**src/rtl/tap_steer_pkg.sv**
```systemverilog
package tap_steer_pkg;
  typedef enum logic {
    SIDE_BOT = 1'b0,
    SIDE_TOP = 1'b1
  } side_e;

  localparam int unsigned SIG_PWM   = 0;
  localparam int unsigned SIG_OVER  = 1;
  localparam int unsigned SIG_UNDER = 2;
  localparam int unsigned SIG_W     = 3;
endpackage

```
**src/rtl/tap_steer_sync.sv**
```systemverilog
module tap_steer_sync #(
  parameter int unsigned WIDTH  = 3,
  parameter int unsigned STAGES = 2
) (
  input  logic             clk_i,
  input  logic             rst_ni,
  input  logic [WIDTH-1:0] d_i,
  output logic [WIDTH-1:0] q_o
);
  logic [WIDTH-1:0] stg [STAGES];

  for (genvar s = 0; s < STAGES; s++) begin : g_stage
    if (s == 0) begin : g_first
      always_ff @(posedge clk_i or negedge rst_ni) begin
        if (!rst_ni) stg[s] <= '0;
        else         stg[s] <= d_i;
      end
    end else begin : g_next
      always_ff @(posedge clk_i or negedge rst_ni) begin
        if (!rst_ni) stg[s] <= '0;
        else         stg[s] <= stg[s-1];
      end
    end
  end

  assign q_o = stg[STAGES-1];
endmodule

```
**src/rtl/tap_steer_pick.sv**
```systemverilog
module tap_steer_pick
  import tap_steer_pkg::*;
(
  input  side_e last_i,
  input  logic  over_i,
  input  logic  under_i,
  output side_e side_o
);
  always_comb begin
    unique case ({over_i, under_i})
      2'b10:   side_o = SIDE_BOT;
      2'b01:   side_o = SIDE_TOP;
      default: side_o = (last_i == SIDE_TOP) ? SIDE_BOT : SIDE_TOP;
    endcase
  end
endmodule

```
**src/rtl/tap_steer_route.sv**
```systemverilog
module tap_steer_route
  import tap_steer_pkg::*;
(
  input  logic  clk_i,
  input  logic  rst_ni,
  input  logic  pwm_i,
  input  side_e pick_i,
  output side_e last_o,
  output logic  rise_o,
  output logic  top_o,
  output logic  bot_o
);
  logic  pwm_d;
  side_e held_q;
  side_e sel_now;
  logic  top_q, bot_q;

  assign rise_o  = pwm_i & ~pwm_d;
  assign sel_now = rise_o ? pick_i : held_q;

  always_ff @(posedge clk_i or negedge rst_ni) begin
    if (!rst_ni) begin
      pwm_d  <= 1'b0;
      held_q <= SIDE_TOP;  // first free pulse lands on bottom
      top_q  <= 1'b0;
      bot_q  <= 1'b0;
    end else begin
      pwm_d <= pwm_i;
      if (rise_o) held_q <= pick_i;
      top_q <= pwm_i & (sel_now == SIDE_TOP);
      bot_q <= pwm_i & (sel_now == SIDE_BOT);
    end
  end

  assign last_o = held_q;
  assign top_o  = top_q;
  assign bot_o  = bot_q;

  AST_GATES_EXCL: assert property (@(posedge clk_i) disable iff (!rst_ni)
    !(top_q && bot_q));
  AST_NO_SPLIT_TOP: assert property (@(posedge clk_i) disable iff (!rst_ni)
    (top_q && pwm_i && pwm_d) |=> top_q);
  AST_NO_SPLIT_BOT: assert property (@(posedge clk_i) disable iff (!rst_ni)
    (bot_q && pwm_i && pwm_d) |=> bot_q);
endmodule

```
**src/rtl/tap_split_steer.sv**
```systemverilog
module tap_split_steer
  import tap_steer_pkg::*;
#(
  parameter int unsigned SYNC_STAGES = 2
) (
  input  logic clk_i,
  input  logic rst_ni,
  input  logic pwm_i,
  input  logic over_i,
  input  logic under_i,
  output logic top_gate_o,
  output logic bot_gate_o
);
  logic [SIG_W-1:0] raw, syn;
  side_e pick, last_side;
  logic  rise;

  always_comb begin
    raw            = '0;
    raw[SIG_PWM]   = pwm_i;
    raw[SIG_OVER]  = over_i;
    raw[SIG_UNDER] = under_i;
  end

  tap_steer_sync #(.WIDTH(SIG_W), .STAGES(SYNC_STAGES)) u_sync (
    .clk_i (clk_i),
    .rst_ni(rst_ni),
    .d_i   (raw),
    .q_o   (syn)
  );

  tap_steer_pick u_pick (
    .last_i (last_side),
    .over_i (syn[SIG_OVER]),
    .under_i(syn[SIG_UNDER]),
    .side_o (pick)
  );

  tap_steer_route u_route (
    .clk_i (clk_i),
    .rst_ni(rst_ni),
    .pwm_i (syn[SIG_PWM]),
    .pick_i(pick),
    .last_o(last_side),
    .rise_o(rise),
    .top_o (top_gate_o),
    .bot_o (bot_gate_o)
  );

  AST_OVER_TO_BOT: assert property (@(posedge clk_i) disable iff (!rst_ni)
    (rise && syn[SIG_OVER] && !syn[SIG_UNDER]) |=> bot_gate_o);
  AST_UNDER_TO_TOP: assert property (@(posedge clk_i) disable iff (!rst_ni)
    (rise && syn[SIG_UNDER] && !syn[SIG_OVER]) |=> top_gate_o);
  AST_FREE_ALTERNATE: assert property (@(posedge clk_i) disable iff (!rst_ni)
    (rise && (syn[SIG_OVER] == syn[SIG_UNDER]))
      |=> (top_gate_o == ($past(last_side) == SIDE_BOT)));
  AST_IDLE_LOW: assert property (@(posedge clk_i) disable iff (!rst_ni)
    !syn[SIG_PWM] |=> !(top_gate_o || bot_gate_o));
endmodule

```
**config.mk**
```make
export PLATFORM = sky130hd
export DESIGN_NAME = tap_split_steer
export DESIGN_NICKNAME = d
export VERILOG_FILES = /design/src/rtl/tap_steer_pkg.sv /design/src/rtl/tap_steer_sync.sv /design/src/rtl/tap_steer_pick.sv /design/src/rtl/tap_steer_route.sv /design/src/rtl/tap_split_steer.sv
export SDC_FILE = /design/constraint.sdc
export NUM_CORES = 1
export LEC_CHECK = 0
export BUFFER_PORTS_ARGS = -buffer_cell sky130_fd_sc_hd__buf_2
export CAP_MARGIN = 10
export CORE_AREA = 10 10 47 49
export CTS_CLUSTER_SIZE = 30
export DETAILED_ROUTE_END_ITERATION = 7
export DIE_AREA = 0 0 57 59
export PLACE_DENSITY = 0.4
export SYNTH_ARGS = -nofsm -noshare
export SYNTH_HDL_FRONTEND = slang
export SYNTH_SLANG_ARGS = --single-unit
```
**constraint.sdc**
```tcl
create_clock -name clk_i -period 1.2 [get_ports clk_i]
set_input_delay 0.12 -clock clk_i [delete_from_list [all_inputs] [get_ports clk_i]]
set_output_delay 0.12 -clock clk_i [all_outputs]
set_load 0.1 [all_outputs]
```
---- Word level (Yosys, flattened, before mapping) ----
Cells that the tools add are included.
operators by class
  equal/unequal tests ..................... 2
  multiplexer cells ....................... 3
  bitwise operators ....................... 5
operators with widths
  operator              count
  $and A1 B1 Y1         3
  $eq A2 B1 Y1 const B  1
  $eq A2 B2 Y1 const B  1
  $mux W1               2
  $not A1 Y1            2
  $pmux W1 S2           1
storage, ports and cells
  register bits after elaboration ......... 10
  input port bits ......................... 5
  output and inout port bits .............. 2
  logic and storage cells ................. 16

---- Depth between registers and ports, before layout ----
  depth after elaboration ................. 5
  mapped depth ............................ 5
  depth with buffers taken out ............ 5

---- Modules after synthesis ----
From an unflattened synthesis, not the netlist that was laid out.
unflattened totals
  cells, all modules ...................... 22
  area, all modules ....................... 355.3 um^2
by module, submodules not included
  module           times used  cells an instance  area an instance (um^2)  sequential area each (um^2)
  tap_steer_sync   1           9                  172.7                    150.1
  tap_steer_route  1           9                  152.6                    101.3
  tap_steer_pick   1           4                  30.0                     0.0

---- Least setup slack after synthesis ----
OpenSTA, ideal clock, no wires.
  path type ............................... reg-to-reg
  start point ............................. register u_sync.stg, in the netlist u_sync.q_o[2]
  end point ............................... register u_route.bot_q, in the netlist u_route.bot_o
  setup time .............................. 0.120 ns
  data arrival time ....................... 1.135 ns
  data required time ...................... 1.080 ns
  setup slack ............................. -0.054 ns
  stages on the path, launching flop included .. 5
  buffers on the path ..................... 0
  period minus slack after synthesis ...... 1.254 ns
  path through ............................ dfrtp_1 -> ha_1 -> nor2_1 -> or3_1 -> and3_1
on the way
  longest elaborated chain between the ends .. 5
  elaborated cells between the ends (all ways) .. 6
  those cells by class .................... 2 x eq/ne; 2 x mux; 2 x bitwise
ends and longest elaborated chain
  element                                              RTL line               text
  start, declared                                      tap_steer_sync.sv:10   logic [WIDTH-1:0] stg [STAGES];
  start signal, assigned by index                      tap_steer_sync.sv:21   else stg[s] <= stg[s-1];
  $eq A2 B1 Y1 / $eq A2 B2 Y1 (equally long branches)  tap_steer_pick.sv:10   unique case ({over_i, under_i})
  $pmux W1 S2 *                                        tap_steer_pick.sv:10
  $mux W1 *                                            tap_steer_route.sv:19  assign sel_now = rise_o ? pick_i : held_q;
  $not A1 Y1 *                                         tap_steer_route.sv:31  bot_q <= pwm_i & (sel_now == SIDE_BOT);
  $and A1 B1 Y1 *                                      tap_steer_route.sv:31
  end signal, assigned                                 tap_steer_route.sv:31
  end, declared                                        tap_steer_route.sv:16  logic top_q, bot_q;
Mark *: on every way between the ends. The rest lies on a longest branch, timed or not.

---- Worst setup path in the final report ----
Ends and elaborated chain as after synthesis.

==> impl_metrics.csv <==
group,metric,value,unit
floorplanning,start_util,0.229,
outcome,violations,"negative setup slack",
critical_path,crit_required,1.35,ns
timing,slew_headroom,0.839,
timing,setup_ws,-0.0920,ns
critical_path,r2r-end,"u_route.bot_o$_DFF_PN0_",
clocking,htreeDepth,1,
critical_path,path_class,"reg2reg",
critical_path,start_kind,"flop",
synthesis,synth-seq-area-share,0.782,
clocking,cts_root_buffer,"clkbuf_4",
global_routing,antenna_found_initial,0,
critical_path,reg2reg_from,"u_sync.q_o[2]$_DFF_PN0_",
drt,post_drt_wl_per_cell,9.64,um
critical_path,max_stage_delay,0.39,ns
drt,first_iter_violations,0,
timing,period_share,1.08,
timing,setup_viol,2,
critical_path,cp_max_fo,2,
global_routing,grt_start_max_net_pins,11,
drt,wl,511,um
clocking,tritoncts,"done",
global_routing,grt_pass1_vias,255,
outcome,status,"complete, but fails checks",
synthesis,yosysTopAreaCell,"dfrtp_1",
timing,finalMaxSlewViolations,0,
synthesis,yosysTopAreaCellShare,0.700,
clocking,clockBufferDepth,2,
pwr,leakage,0.235,nW
drt,drc,0,
floorplanning,die_w,57,um
clocking,clk_pin_slew,0.06,ns
timing,fin_worst_skew,0.00545,ns
placement,gp_congestion,0.616,
pwr,ir_drop,0.734,mV
floorplanning,io_pins,7,
drt,dr.pass1.iters,1,
global_routing,grtUsageTotal,0.0365,
cells_and_area,layout.nets,44,
timing,final_hold_viol_count,0,
synthesis,syn_area_per_cell,15.3,sq um
timing,fin_setup_tns,-0.0973,ns
cells_and_area,drive_gt1_frac,0.432,
synthesis,ys_warn_count,0,
critical_path,worst_path_max_delay_cell,"dfrtp_1",
cells_and_area,n_fill_cell,152,
global_routing,grt_pass1_wl,952,um
cells_and_area,fin_util,0.375,
cells_and_area,final_cell_mix,"9 x dfrtp_1, 4 x dlygate4sd3_1, 4 x buf_2",
timing,tightest_slew,0.240,ns
drt,antenna_left,0,
timing,clock.fmax,0.774,GHz
clocking,insertion_delay,0.25,ns
worst_hold_path,hold_path_class,"in2async",
cells_and_area,antennaDiodeCount,0,
floorplanning,fp.dieArea,0.00336,sq mm
floorplanning,rows,14,
floorplanning,fp.dieH,59,um
critical_path,reg2reg_depth,4,
placement,hpwlAfterDp,363,um
run,cap_violations,0,
placement,io_buffers,6,
critical_path,cp_data_arrival_time,1.44,ns
synthesis,syn_inst,21,
drt,viasPerCell,3.91,
cells_and_area,syn_to_final_growth,63.4,%
clocking,cts-buffers-inserted,3,
drt,vias,207,
synthesis,synth_seq_cells,10,
critical_path,critPathCaptureType,"flop",
critical_path,crit_path_cell_trace,"ha_4, nor2_2, or3_1, and3_1",
pwr,pwr_density_cell,1670,mW/mm^2
synthesis,yosys-top-cells-area,"dfrtp_1 70%, dfstp_2 8.2%, ha_1 3.9%",
pwr,total_power,0.000878,W
critical_path,crit_family,"simple AND/OR/NAND/NOR gates",
synthesis,synth_nets,27,
timing,min_period,1.29,ns
cells_and_area,layout.cells.most_common,"dfrtp_1",
clocking,clock-sinks,10,
synthesis,syn_area,322,sq um
global_routing,grt-ovfl-total,0,
floorplanning,core,0.00140,sq mm
critical_path,cp_num_buf_inv,0,
timing,rsz0062_at_grt,"yes",
synthesis,synth_cell_types,12,
critical_path,rrSetupSlack,-0.09,ns
-- per-stage QoR --
| step | area [sq um] | cells | worst slack, ns | hold slack [ns] |
|---|---|---|---|---|
| finish | 526 | 53 | -0.0920 | 0.239 |
| global route | 526 | 53 | -0.122 | 0.253 |
| CTS | 498 | 53 | -0.0987 | 0.238 |
| detailed placement | 409 | 44 | -0.104 | -0.0123 |
| global placement | 409 | 44 | -0.0805 | -0.0166 |
| floorplan | 322 | 21 | -0.0498 | -0.176 |
-- state kept, by name, indices dropped and copies added, names as in the netlist --
name and flops:
u_route.bot_o 1, u_route.top_o 1, u_sync.q_o 3, u_route.pwm_d 1, u_route.last_o 1, u_sync.stg 3
-- final cells by class --
cell class | count | area [sq um] | share of cell area
Sequential cell | 10 | 251 | 0.479
Timing Repair Buffer | 12 | 119 | 0.226
Multi-Input combinational cell | 10 | 95.1 | 0.181
Clock buffer | 4 | 36.3 | 0.0690
Inverter | 1 | 3.75 | 0.00714
Tap cell | 16 | 20.0 | 0.0381
-- synthesized netlist by cell type --
master and number:
dfrtp_1 9, and3_1 1, nor2_1 1, o31ai_1 1, nor2b_1 1, or3_1 1
inv_1 1, a21boi_1 1, nand2b_1 1, ha_1 1, o21ai_0 2, dfstp_2 1
-- report_power, final --
part / switching (W) / total, W / internal (W)
clock: 0.000103 / 0.000287 / 0.000184
combinational: 0.000109 / 0.000195 / 0.0000860
sequential: 0.0000229 / 0.000395 / 0.000372
-- worst reg2reg max path, cell delays in order, from the launching register on --
cell and delay (ns):
dfrtp_1 0.39, ha_4 0.27, nor2_2 0.03, or3_1 0.32, and3_1 0.17
-- cells by family after synthesis --
kind of cell,Yosys count,share of synthesized area
AO/OA/AOI/OAI,4,0.0778
adder cells (fa/ha/maj),1,0.0389
buffers and inverters,1,0.0117
flip-flops,10,0.782
AND/OR/NAND/NOR,5,0.0895
-- worst max path at each step --
stage | startpoint | endpoint | slack (ns) | depth (start not counted)
3_3_place_gp | u_sync.q_o[2]$_DFF_PN0_ | u_route.bot_o$_DFF_PN0_ | -0.08 | 4
4_1_cts | u_sync.q_o[2]$_DFF_PN0_ | u_route.bot_o$_DFF_PN0_ | -0.1 | 4
2_1_floorplan | u_sync.q_o[2]$_DFF_PN0_ | u_route.bot_o$_DFF_PN0_ | -0.05 | 4
6_report | u_sync.q_o[2]$_DFF_PN0_ | u_route.bot_o$_DFF_PN0_ | -0.09 | 4
5_1_grt | u_sync.q_o[2]$_DFF_PN0_ | u_route.bot_o$_DFF_PN0_ | -0.12 | 4
3_5_place_dp | u_sync.q_o[2]$_DFF_PN0_ | u_route.bot_o$_DFF_PN0_ | -0.10 | 4
-- routing by layer --
metal,up-vias,wire length (um),GRT usage
li1,101,-,-
met1,99,250,0.0374
met2,7,235,0.0543
met3,0,25,0.0258
met4,0,0,0.0201
met5,-,0,0
-- repair_timing --
| item | CTS | global route |
|---|---|---|
| hold endpoints to repair | 13 | 0 |
| setup buffers | 1 | 0 |
| pin swaps | 1 | 1 |
| hold buffers | 4 | 0 |
| setup endpoints to repair | 2 | 3 |
| gates resized for setup | 1 | 5 |
Note: power is estimated with default switching activity, not from simulation.
